`src/rtl/msg_rx_pkg.sv`:
```
package msg_rx_pkg;
  localparam int TYPE_W = 2;
  localparam int ID_W   = 5;
  localparam int PAY_W  = 32;
  localparam int CS_W   = 8;
  localparam int HDR_W  = TYPE_W + 2 * ID_W + PAY_W;
  localparam int MSG_W  = HDR_W + CS_W;

  typedef enum logic [TYPE_W-1:0] {
    MT_REQ     = 2'b00,
    MT_RSP     = 2'b01,
    MT_ACK_REQ = 2'b10,
    MT_ACK_RSP = 2'b11
  } msg_kind_e;

  typedef struct packed {
    msg_kind_e         kind;
    logic [ID_W-1:0]   dst;
    logic [ID_W-1:0]   src;
    logic [PAY_W-1:0]  pay;
    logic [CS_W-1:0]   cs;
  } msg_t;
endpackage

```
`src/rtl/msg_csum.sv`:
```
// Byte-wise modulo-2^SUM_W sum of a zero-extended header.
module msg_csum #(
  parameter int DATA_W = 44,
  parameter int SUM_W  = 8
) (
  input  logic [DATA_W-1:0] data,
  output logic [SUM_W-1:0]  sum
);
  localparam int NB    = (DATA_W + SUM_W - 1) / SUM_W;
  localparam int EXT_W = NB * SUM_W;

  logic [EXT_W-1:0] ext;
  logic [SUM_W-1:0] part [0:NB];

  assign ext     = EXT_W'(data);
  assign part[0] = '0;

  for (genvar g = 0; g < NB; g++) begin : g_byte
    assign part[g+1] = part[g] + ext[g*SUM_W +: SUM_W];
  end

  assign sum = part[NB];
endmodule

```
`src/rtl/msg_err_sat.sv`:
```
// Saturating failure counter.
module msg_err_sat #(
  parameter int W = 4
) (
  input  logic         clk,
  input  logic         rst,
  input  logic         inc,
  output logic [W-1:0] cnt
);
  localparam logic [W-1:0] MAX = {W{1'b1}};

  always_ff @(posedge clk) begin
    if (rst)                    cnt <= '0;
    else if (inc && cnt != MAX) cnt <= cnt + 1'b1;
  end

  a_r8_sat_hold: assert property (@(posedge clk) disable iff (rst)
    cnt == MAX |=> cnt == MAX);
  a_r8_idle_hold: assert property (@(posedge clk) disable iff (rst)
    !inc |=> $stable(cnt));
  a_r8_step: assert property (@(posedge clk) disable iff (rst)
    inc && cnt != MAX |=> cnt == $past(cnt) + 1'b1);
endmodule

```
`src/rtl/msg_ack_gen.sv`:
```
// Builds and holds the outgoing acknowledge.
module msg_ack_gen import msg_rx_pkg::*; (
  input  logic              clk,
  input  logic              rst,
  input  logic              load,
  input  logic              rx_is_rsp,
  input  logic [ID_W-1:0]   rx_src,
  input  logic [ID_W-1:0]   local_id,
  input  logic [PAY_W-1:0]  rx_pay,
  input  logic              ack_ready,
  output logic              ack_valid,
  output logic [MSG_W-1:0]  ack_msg
);
  logic [TYPE_W-1:0] kind;
  logic [HDR_W-1:0]  hdr;
  logic [CS_W-1:0]   cs;

  assign kind = rx_is_rsp ? MT_ACK_RSP : MT_ACK_REQ;
  assign hdr  = {kind, rx_src, local_id, rx_pay};

  msg_csum #(.DATA_W(HDR_W), .SUM_W(CS_W)) u_cs (.data(hdr), .sum(cs));

  always_ff @(posedge clk) begin
    if (rst) begin
      ack_valid <= 1'b0;
      ack_msg   <= '0;
    end else if (load) begin
      ack_valid <= 1'b1;
      ack_msg   <= {hdr, cs};
    end else if (ack_ready) begin
      ack_valid <= 1'b0;
    end
  end

  a_r7_ack_hold: assert property (@(posedge clk) disable iff (rst)
    ack_valid && !ack_ready |=> ack_valid && $stable(ack_msg));
  a_r7_no_overrun: assert property (@(posedge clk) disable iff (rst)
    load |-> !ack_valid || ack_ready);
  a_r3_ack_kind: assert property (@(posedge clk) disable iff (rst)
    ack_valid |-> ack_msg[MSG_W-1]);
  a_r3_ack_src: assert property (@(posedge clk) disable iff (rst)
    ack_valid |-> ack_msg[CS_W+PAY_W +: ID_W] == local_id);
endmodule

```
`src/rtl/msg_rx_ack.sv`:
```
module msg_rx_ack import msg_rx_pkg::*; #(
  parameter int ERR_W = 4
) (
  input  logic              clk,
  input  logic              rst,
  input  logic [ID_W-1:0]   node_id,
  input  logic              in_valid,
  output logic              in_ready,
  input  logic [MSG_W-1:0]  in_msg,
  output logic              dlv_valid,
  output logic [ID_W-1:0]   dlv_src,
  output logic [PAY_W-1:0]  dlv_data,
  output logic              dlv_is_rsp,
  output logic              ack_valid,
  input  logic              ack_ready,
  output logic [MSG_W-1:0]  ack_msg,
  output logic [ERR_W-1:0]  err_count
);
  msg_t            rx;
  logic [CS_W-1:0] rx_cs;
  logic            take, cs_ok, dst_ok, is_data, hit, bad;

  assign rx = in_msg;

  msg_csum #(.DATA_W(HDR_W), .SUM_W(CS_W)) u_rx_cs (
    .data(in_msg[MSG_W-1:CS_W]), .sum(rx_cs));

  assign in_ready = !ack_valid || ack_ready;
  assign take     = in_valid && in_ready;
  assign cs_ok    = rx_cs == rx.cs;
  assign dst_ok   = rx.dst == node_id;
  assign is_data  = (rx.kind == MT_REQ) || (rx.kind == MT_RSP);
  assign hit      = take && cs_ok && dst_ok && is_data;
  assign bad      = take && !cs_ok;

  always_ff @(posedge clk) begin
    if (rst) begin
      dlv_valid  <= 1'b0;
      dlv_src    <= '0;
      dlv_data   <= '0;
      dlv_is_rsp <= 1'b0;
    end else begin
      dlv_valid <= hit;
      if (hit) begin
        dlv_src    <= rx.src;
        dlv_data   <= rx.pay;
        dlv_is_rsp <= rx.kind == MT_RSP;
      end
    end
  end

  msg_ack_gen u_ack (
    .clk(clk), .rst(rst), .load(hit), .rx_is_rsp(rx.kind == MT_RSP),
    .rx_src(rx.src), .local_id(node_id), .rx_pay(rx.pay),
    .ack_ready(ack_ready), .ack_valid(ack_valid), .ack_msg(ack_msg));

  msg_err_sat #(.W(ERR_W)) u_err (
    .clk(clk), .rst(rst), .inc(bad), .cnt(err_count));

  a_r7_ready_stall: assert property (@(posedge clk) disable iff (rst)
    ack_valid && !ack_ready |-> !in_ready);
  a_r2_dlv_with_ack: assert property (@(posedge clk) disable iff (rst)
    dlv_valid |-> ack_valid);
  a_r4_bad_quiet: assert property (@(posedge clk) disable iff (rst)
    bad |=> !dlv_valid);
  a_r5_foreign_quiet: assert property (@(posedge clk) disable iff (rst)
    take && cs_ok && !dst_ok |=> !dlv_valid && $stable(err_count));
  a_r6_ack_in_quiet: assert property (@(posedge clk) disable iff (rst)
    take && cs_ok && !is_data |=> !dlv_valid && $stable(err_count));
endmodule

```
`config.mk`:
```
export PLATFORM = sky130hd
export DESIGN_NAME = msg_rx_ack
export DESIGN_NICKNAME = d
export VERILOG_FILES = /design/src/rtl/msg_rx_pkg.sv /design/src/rtl/msg_csum.sv /design/src/rtl/msg_err_sat.sv /design/src/rtl/msg_ack_gen.sv /design/src/rtl/msg_rx_ack.sv
export SDC_FILE = /design/constraint.sdc
export NUM_CORES = 1
export LEC_CHECK = 0
export ABC_AREA = 1
export BUFFER_PORTS_ARGS = -buffer_cell sky130_fd_sc_hd__clkbuf_2
export CORE_ASPECT_RATIO = 1.2
export CORE_MARGIN = 4
export CORE_UTILIZATION = 56
export CTS_BUF_LIST = sky130_fd_sc_hd__clkbuf_4
export CTS_CLUSTER_DIAMETER = 40
export DETAILED_ROUTE_END_ITERATION = 10
export GPL_TIMING_DRIVEN = 0
export PLACE_DENSITY = 0.88
export SYNTH_ARGS = -nofsm -noshare
export SYNTH_HDL_FRONTEND = slang
export SYNTH_SLANG_ARGS = --single-unit
export TNS_END_PERCENT = 1
```
`constraint.sdc`:
```
create_clock -name clk -period 8.3 [get_ports clk]
set_clock_uncertainty 0.1 [all_clocks]
set_input_delay 1.66 -clock clk [delete_from_list [all_inputs] [get_ports clk]]
set_output_delay 1.66 -clock clk [all_outputs]
set_load 0.005 [all_outputs]
```
# Word-level counts from Yosys, hierarchy flattened
# Index checks and enable logic that the tools add are counted.
[word_totals]
input_bits = 61
ram_bits = 0
mem_bits_ro = 0
register_bits = 96
word_cells = 34
memories = 0
latch_bits = 0
output_inout_bits = 97
[op_classes]
n_mux = 3
n_shift = 0
n_eq_ne = 4
div = 0
reduce_logical = 12
bitwise = 0
n_addsub = 8
multipliers = 0
order_cmp = 0
[op_table]
columns = ["op", "n"]
rows = [
  ["$add 8x8->8", 5],
  ["$add 8x4->8", 2],
  ["$eq 8x8->1", 1],
  ["$logic_and 1x1->1", 6],
  ["$eq 5x5->1", 1],
  ["$add 4x1->4 const B", 1],
  ["$ne 4x4->1 const B", 1],
  ["$mux 1", 3],
  ["$eq 2x1->1 const B", 1],
  ["$logic_not 1->1", 2],
  ["$logic_not 2->1", 1],
  ["$logic_or 1x1->1", 2],
  ["$reduce_bool 2->1", 1],
]

# Longest topological paths before layout
# Gate-level depths: netlist (run 1).
[depth]
ltp_word = 10
ltp_mapped = 27
depth_no_buf = 25

# Cells and area by module
# Synthesis (run 1) repeated with hierarchy kept, for this count alone.
[hier_totals]
hier_cells = 849
area_unflattened_um2 = 6114.6
[modules_own_cells]
columns = ["module", "cells_each", "instances", "area_each_um2"]
rows = [
  ["msg_rx_ack", 333, 1, 2038.2],
  ["msg_csum", 129, 2, 1009.7],
  ["msg_ack_gen", 229, 1, 1855.5],
  ["msg_err_sat", 29, 1, 201.4],
]

# Worst setup path before layout (run 1)
# No wires, ideal clock.
[synth_path]
path_type = "in2reg"
from = "input port in_msg[9]"
to = "register u_ack.ack_msg[0]"
t_arrival_ns = 5.740
path_stages = 22
path_slack_ns = 2.348
path_cell_list = "inv_1 > fa_1 > fa_1 > inv_1 > ha_1 > inv_1 > fa_1 > inv_1 > fa_1 > inv_1 > fa_1 > xor2_1 > nand3_1 > nor2_1 > nand2_1 > nor3_2 > and2_1 > nand3_1 > buf_4 > buf_6 > nor2_1 > nor2_1"
[synth_via]
elab_chain_cells = 9
[synth_rtl]
columns = ["item", "line_no", "rtl"]
rows = [
  ["from (decl)", "msg_rx_ack.sv:9", "input logic [MSG_W-1:0] in_msg,"],
  ["$add 8x8->8 (4 in series)", "msg_csum.sv:19", "assign part[g+1] = part[g] + ext[g*SUM_W +: SUM_W];"],
  ["$add 8x4->8", "msg_csum.sv:19", ""],
  ["$eq 8x8->1", "msg_rx_ack.sv:30", "assign cs_ok = rx_cs == rx.cs;"],
  ["$logic_and 1x1->1 (3 in series)", "msg_rx_ack.sv:33", "assign hit = take && cs_ok && dst_ok && is_data;"],
  ["to (signal assigned)", "msg_ack_gen.sv:29", "ack_msg <= {hdr, cs};"],
  ["to (decl)", "msg_ack_gen.sv:12", "output logic [MSG_W-1:0] ack_msg"],
]
# No other way between the ends.
# A chain may end at the register's enable or synchronous reset.

# Worst setup path after layout (run 1)
[layout_path]
from = "input port in_msg[9]"
to = "register u_ack.ack_msg[42]"
# Same word-level chain as after synthesis.

==> results of run 1 <==
power by group:
part	leakage, nW	internal [mW]	switching [mW]
sequential	0.467	0.280	0.00178
combinational	2.90	0.274	0.402
clock	0.0854	0.124	0.116
worst paths after layout:
path / startpoint / endpoint / slack (ns)
max reg2reg: u_ack.ack_valid / u_ack.ack_msg[42] / 6.23
min reg2reg: u_ack.ack_msg[51] / u_ack.ack_msg[51] / 0.40
min: u_ack.ack_msg[51] / u_ack.ack_msg[51] / 0.40
max: in_msg[9] / u_ack.ack_msg[42] / 2.13
cells by family after synthesis:
| kind of cell | Yosys count | share of synthesized area (%) |
|---|---|---|
| DFF | 58 | 26.0 |
| adders and majority gates | 50 | 17.9 |
| and+or+nand+nor | 320 | 28.8 |
| xor gates and xnor gates | 21 | 4.12 |
| buffers and inverters | 192 | 20.6 |
| AOI/OAI and AO/OA | 21 | 2.58 |
sequential cells by signal, summed over array words and instances (netlist names):
register	flops
u_err.cnt	4
dlv_valid	1
u_ack.ack_valid	1
dlv_data	31
u_ack.ack_msg	17
dlv_src	4
worst max-delay path, stage by stage:
cell and delay (ns):
clkbuf_2 0.09, inv_1 0.05, fa_1 0.57, fa_1 0.42, inv_1 0.06, ha_1 0.16, inv_1 0.06, fa_1 0.42
xnor2_1 0.29, fa_1 0.47, ha_1 0.40, a21oi_1 0.26, or2_1 0.16, nand3_1 0.07, nand2_1 0.06, nand2_1 0.05
nor3_2 0.24, and2_1 0.20, nand3_1 0.12, clkbuf_1 0.30, nor2_1 0.17, nor2_1 0.06
placed cells by master, fill, tap and decap left out, drive strengths merged, types with 2 or more instances in the layout:
cell,Yosys,final
or2,3,3
bufinv,0,2
nand4,9,9
nand2,163,163
inv,137,137
ha,27,27
nand3b,3,3
xnor2,10,10
nor4,2,2
nand3,21,21
nor2,115,115
dfxtp,58,58
xor2,11,11
nor3,2,2
clkbuf,7,173
o21ai,4,4
fa,23,23
a211oi,2,2
a21oi,13,13
clkinv,0,4
buf,48,48
area by class of cell:
class / count / area share, %
plain buffers: 55 / 7.37
clock buffers: 10 / 1.36
clock inverters: 6 / 1.47
inverters: 137 / 9.32
multi-input cells: 412 / 43.2
flip-flops and latches: 58 / 21.0
well taps: 92 / 2.09
repair buffers: 156 / 14.1
metrics by stage:
stage / setup slack, ns / hold slack (ns) / utilization [%]
floorplan: 2.35 / 0.351 / -
global placement: 1.76 / 0.349 / 69.6
detailed placement: 1.73 / 0.376 / 69.6
CTS: 2.15 / 0.390 / 71.6
global route: 1.82 / 0.404 / 71.6
finish: 2.13 / 0.395 / 71.6
routing by layer:
metal / share of wire [%] / wire [µm] / up-vias / GRT usage (%)
met5: 0 / 0 / - / 0
met4: 4.8 / 582 / 0 / 14.3
met3: 7.3 / 880 / 39 / 5.32
met2: 51 / 6140 / 193 / 46.2
met1: 37 / 4440 / 2014 / 28.3
li1: - / - / 2253 / -
==> results by group, run 1 <==
CTS
  • Buffer cell driving the clock tree root: clkbuf_4
  • Post-CTS setup-driven buffer insertion count: 0
  • Clock tree from TritonCTS: built
  • Cts bufs inserted: 9
  • Clock-pin slew reported for the worst setup and hold paths after clock tree synthesis: 0.10 ns
  • Clock Sinks: 58
  • Htree depth: 3
  • Largest buffer count on any clock path: 2
  • Clk_lat worst skew: 0.42 ns
  • Cts repair resizes: 0
  • Hold bufs inserted after CTS: 0

Detailed routing
  • Routed length per placed instance: 13.0 µm
  • Router iterations before antenna repair: 5
  • Starting DRT DRC Count: 236
  • Number of routed nets with antenna violations: 0
  • Average via count per standard cell: 4.86
  • Final routed wirelength across all metal layers: 12000 µm
  • Routed via count: 4499
  • DRC: 0

Placed design
  • IO Port Bufs: 156
  • DP Area: 0.00536 mm²
  • DP HPWL: 10100 µm
  • Post-Place Cells: 910
  • Gp weighted congestion: 0.926

Die
  • Floorplan Core Area: 0.00771 mm²
  • DIE WIDTH: 89.5 µm
  • FP Rows: 35
  • Starting density of the core: 58.0%
  • Die Footprint: 0.00948 mm²
  • Ports: 158
  • Die Height: 106 µm

Final layout
  • Cell area after layout: 0.00552 mm²
  • Area of the multi-input gates: 0.00238 mm²
  • Layout fillers: 665
  • Final non-filler cell total: 926
  • Area added between synthesis and finish: 23.6%
  • Antenna diodes: 0
  • Combined flip-flop and latch cell area: 0.00116 mm²
  • Layout cell share with drive strength beyond 1: 26.6%
  • Number of nets in the final layout: 940

Pwr
  • Maximum vdd ir drop: 0.234 mV
  • Cell area power density: 217 mW/mm²
  • Overall power after layout: 1.20 mW
  • Leakage Power: 3.45 nW

Synthesis
  • Area leader, netlist: dfxtp_1
  • Mapped Cells: 662
  • Synthesized net count: 773
  • Cell with the most instances after synthesis: nand2_1
  • Synthesized cell area: 0.00447 mm²
  • Synth warnings: 0
  • Number of enable-type register cells in the synthesized netlist: 0
  • Share of synthesized area occupied by flip-flops and latches: 26.0%
  • Proportion of netlist area held by the largest area contributor: 26.0%
  • List of most frequent post-synthesis cells: nand2_1 (163), inv_1 (135), nor2_1 (115)
  • Post-synthesis sequential element count: 58
  • Synth area leaders: dfxtp_1 (26%), nand2_1 (14%), inv_1 (11%), fa_1 (10%), nor2_1 (9.7%)
  • Mapped Avg Cell Area: 6.75 µm²
  • Leading register cell type out of synthesis: dfxtp_1
  • Cell variety after synth: 30
  • Proportion of synthesized flip-flops having asynchronous set or reset: 0%

Hold path
  • Path category of the worst min-delay check: flip-flop to flip-flop
  • Worst hold path depth: 2

Timing
  • Final clock period utilization by the worst path: 74.3%
  • Min cycle time layout: 6.17 ns
  • Upper clock frequency limit: 0.162 GHz
  • Final Setup Violations: 0
  • Unrepaired setup endpoints after global routing: false
  • Measured slew at the worst slew-check pin: 0.628 ns
  • Relative max-transition margin: 58.1%
  • Final hold vios: 0
  • Max-slew violation count: 0
  • Total negative setup slack: 0 ns

GRT
  • Aggregate global-route resource usage: 26.2%
  • Number of global-route vias before repair: 4349
  • Global-route wire length before repair: 19200 µm
  • Maximum number of pins on one net before global-route repair: 11
  • GRT overflow: 0
  • Number of antenna violations at the first check in global routing: 0

Critical path
  • Endpoint required time on the critical path: 8.51 ns
  • Top fanout value on the critical path: 10
  • Critical Path Sink Type: flip-flop
  • Path type of the worst setup path: input pin to flip-flop
  • CP Data Arrival Time: 6.37 ns
  • Type of origin of the critical path: input pin
  • FF-to-FF path depth: 9

Status
  • Result of the run: finished clean

Run
  • Max Cap Viol: 0
Power figures use the tool's default switching activity.
==> inputs of run 2 (changes only) <==
CORE_UTILIZATION = 47   (was 56)
PLACE_DENSITY = 0.79   (was 0.88)
clock period = 5.2 ns   (was 8.3 ns; I/O delays follow)
==> results by group, run 2 (synthesized netlist as in run 1, its figures left out) <==
Timing
  • Total negative setup slack: -1.72 ns (-1.72 ns)
  • Post-route setup slack: -0.0740 ns (-2.21 ns)
  • Final Setup Violations: 39 (+39)
  • Final hold vios: 0 (unchanged)
  • Upper clock frequency limit: 0.190 GHz
  • Unrepaired setup endpoints after global routing: true
  • Final clock period utilization by the worst path: 101%
  • Relative max-transition margin: 53.0% (-5.1 points)
  • Min cycle time layout: 5.27 ns
  • Measured slew at the worst slew-check pin: 0.698 ns (+0.0706 ns)
  • Max-slew violation count: 0 (unchanged)

CTS
  • Clk_lat worst skew: 0.41 ns (about the same)
  • Clock Sinks: 58 (unchanged)
  • Clock-pin slew reported for the worst setup and hold paths after clock tree synthesis: 0.12 ns (+0.02 ns)
  • Clock tree from TritonCTS: built
  • Largest buffer count on any clock path: 2 (unchanged)
  • Cts bufs inserted: 9 (unchanged)
  • Buffer cell driving the clock tree root: clkbuf_4
  • Htree depth: 3 (unchanged)

GRT
  • Number of antenna violations at the first check in global routing: 0 (unchanged)
  • GRT overflow: 0 (unchanged)
  • Number of global-route vias before repair: 4216 (-3.1%)
  • Aggregate global-route resource usage: 21.7% (-4.5 points)
  • Global-route wire length before repair: 19300 µm (+0.46%)
  • Maximum number of pins on one net before global-route repair: 12 (+1)

Critical path
  • Path type of the worst setup path: input pin to flip-flop
  • Endpoint required time on the critical path: 5.42 ns (-3.09 ns)
  • CP Data Arrival Time: 5.50 ns (-0.87 ns)
  • Top fanout value on the critical path: 10 (unchanged)
  • Type of origin of the critical path: input pin
  • FF-to-FF path depth: 10 (+1)
  • Critical Path Sink Type: flip-flop

Detailed routing
  • Routed length per placed instance: 12.3 µm (-5.2%)
  • Average via count per standard cell: 4.54 (-6.5%)
  • DRC: 0 (unchanged)
  • Router iterations before antenna repair: 4 (-1)
  • Starting DRT DRC Count: 157 (-33%)
  • Final routed wirelength across all metal layers: 11800 µm (-1.8%)
  • Routed via count: 4356 (-3.2%)
  • Number of routed nets with antenna violations: 0 (unchanged)

Final layout
  • Layout fillers: 916 (+38%)
  • Register name with the most flops: dlv_data
  • Commonest non-fill, non-tap cell in the layout: nand2_1
  • Largest regs: dlv_data x31, u_ack.ack_msg x17
  • Most frequent cells in the layout: nand2_1 (163), clkbuf_2 (155), inv_1 (130)
  • Area added between synthesis and finish: 27.0%
  • Layout cell share with drive strength beyond 1: 29.9% (+3.3 points)
  • Final non-filler cell total: 959 (+3.6%)
  • Flip-flop count of the largest register, all copies and words added: 31 (unchanged)
  • Antenna diodes: 0 (unchanged)
  • Number of nets in the final layout: 945 (+0.53%)

Die
  • Ports: 158 (unchanged)
  • DIE WIDTH: 97.0 µm (+8.3%)
  • Die Height: 115 µm (+8.5%)
  • Starting density of the core: 48.7% (-9.3 points)
  • Die Footprint: 0.0111 mm² (+18%)
  • Floorplan Core Area: 0.00918 mm² (+19%)
  • FP Rows: 38 (+8.6%)

Status
  • Failing checks: setup timing
  • Result of the run: complete, but fails checks

Pwr
  • Total internal power: 1.03 mW (+52%)
  • Proportion of power drawn by flip-flops and latches: 23.9% (+0.4 points)
  • Maximum vdd ir drop: 0.184 mV (-22%)
  • Share of total power in combinational logic: 60.9% (+4.4 points)
  • Leakage Power: 3.46 nW (+0.40%)
  • Total net switching power: 853 µW (+64%)
  • Cell area power density: 332 mW/mm² (+53%)
  • Power share of the clock group: 15.3% (-4.7 points)
  • Switching part of the total: 45.3% (+1.9 points)

Placed design
  • IO Port Bufs: 156 (unchanged)
  • DP HPWL: 9680 µm (-4.3%)
  • Post-Place Cells: 938 (+3.1%)
  • Gp weighted congestion: 0.956 (+3.3%)

Run
  • Max Cap Viol: 0 (unchanged)

Hold path
  • Path category of the worst min-delay check: flip-flop to flip-flop
  • Worst hold path depth: 2 (unchanged)
## run 2: cell count changes in the layout (fill, tap and decap cells not counted), moves of 3 or more
cell	delta
ha_1	-4
nand3_1	-5
inv_2	+4
inv_1	-5
buf_4	+4
clkinvlp_4	+3
nand3_2	+3
clkbuf_4	+3
## run 2: layer usage
layer  GRT usage, %  wire [µm]  vias to the layer above  part of all wire, %
met4           9.36        386                        0                  3.3
met5              0          0                        -                    0
met1           24.8       4730                     1916                   40
li1               -          -                     2263                    -
met3           5.64        821                       26                  6.9
met2           38.5       5890                      151                   50
## run 2: power groups by stage
stage / registers (mW) / logic (mW) / clock network, mW
2_1_floorplan: 0.460 / 0.839 / 0
3_5_place_dp: 0.460 / 1.06 / 0
5_1_grt: 0.451 / 1.33 / 0.316
4_1_cts: 0.450 / 1.09 / 0.300
3_3_place_gp: 0.460 / 1.03 / 0
6_report: 0.450 / 1.15 / 0.288
## run 2: what timing repair did
| action | CTS | global route |
|---|---|---|
| hold buffers | 0 | 0 |
| setup endpoints to repair | 58 | 58 |
| buffers inserted | 4 | 1 |
| resized for setup | 15 | 6 |
| pin swaps | 10 | 3 |
## run 2: through the flow
step,util (%),setup slack [ns],total power [mW],area [µm²],hold WS [ns]
2_1_floorplan,-,-0.0278,1.30,4500,0.351
3_3_place_gp,59.2,-0.672,1.49,5430,0.352
3_5_place_dp,59.2,-0.708,1.52,5430,0.352
4_1_cts,61.3,-0.125,1.84,5620,0.370
5_1_grt,61.8,-0.391,2.10,5670,0.401
6_report,61.8,-0.0740,1.88,5670,0.366
## run 2: final timing paths
path,from,slack (ns),to
worst min-delay path,u_ack.ack_msg[51],0.37,u_ack.ack_msg[51]
worst min register to register,u_ack.ack_msg[51],0.37,u_ack.ack_msg[51]
worst max register to register,u_ack.ack_valid,3.09,dlv_data[6]
worst max-delay path,in_msg[11],-0.07,dlv_data[6]
## run 2: layout make-up
type                            instances  area, µm²  share of cell area, %
Sequential cell                        58       1160                   20.5
Clock buffer                            9       67.6                   1.19
Inverter                              137        522                   9.20
Buffer                                 55        428                   7.54
Clock inverter                          7       45.0                  0.794
Multi-Input combinational cell        412       2480                   43.7
Timing Repair Buffer                  161        821                   14.5
Tap cell                              120        150                   2.65
## run 2: critical path, cell delays in order
cell	delay, ns
clkbuf_2	0.09
inv_1	0.07
fa_1	0.50
fa_1	0.51
inv_1	0.06
ha_4	0.26
a21oi_1	0.18
nand2_1	0.12
nand2_1	0.07
nand2_1	0.05
a21oi_1	0.15
xnor2_1	0.19
ha_1	0.30
ha_1	0.33
nand2_1	0.08
inv_1	0.05
nand4_1	0.07
o211ai_1	0.12
xor2_1	0.29
inv_1	0.09
nand2_1	0.11
and2_4	0.18
nand3_2	0.10
buf_6	0.19
buf_6	0.15
nor2_1	0.10
nor2_1	0.05
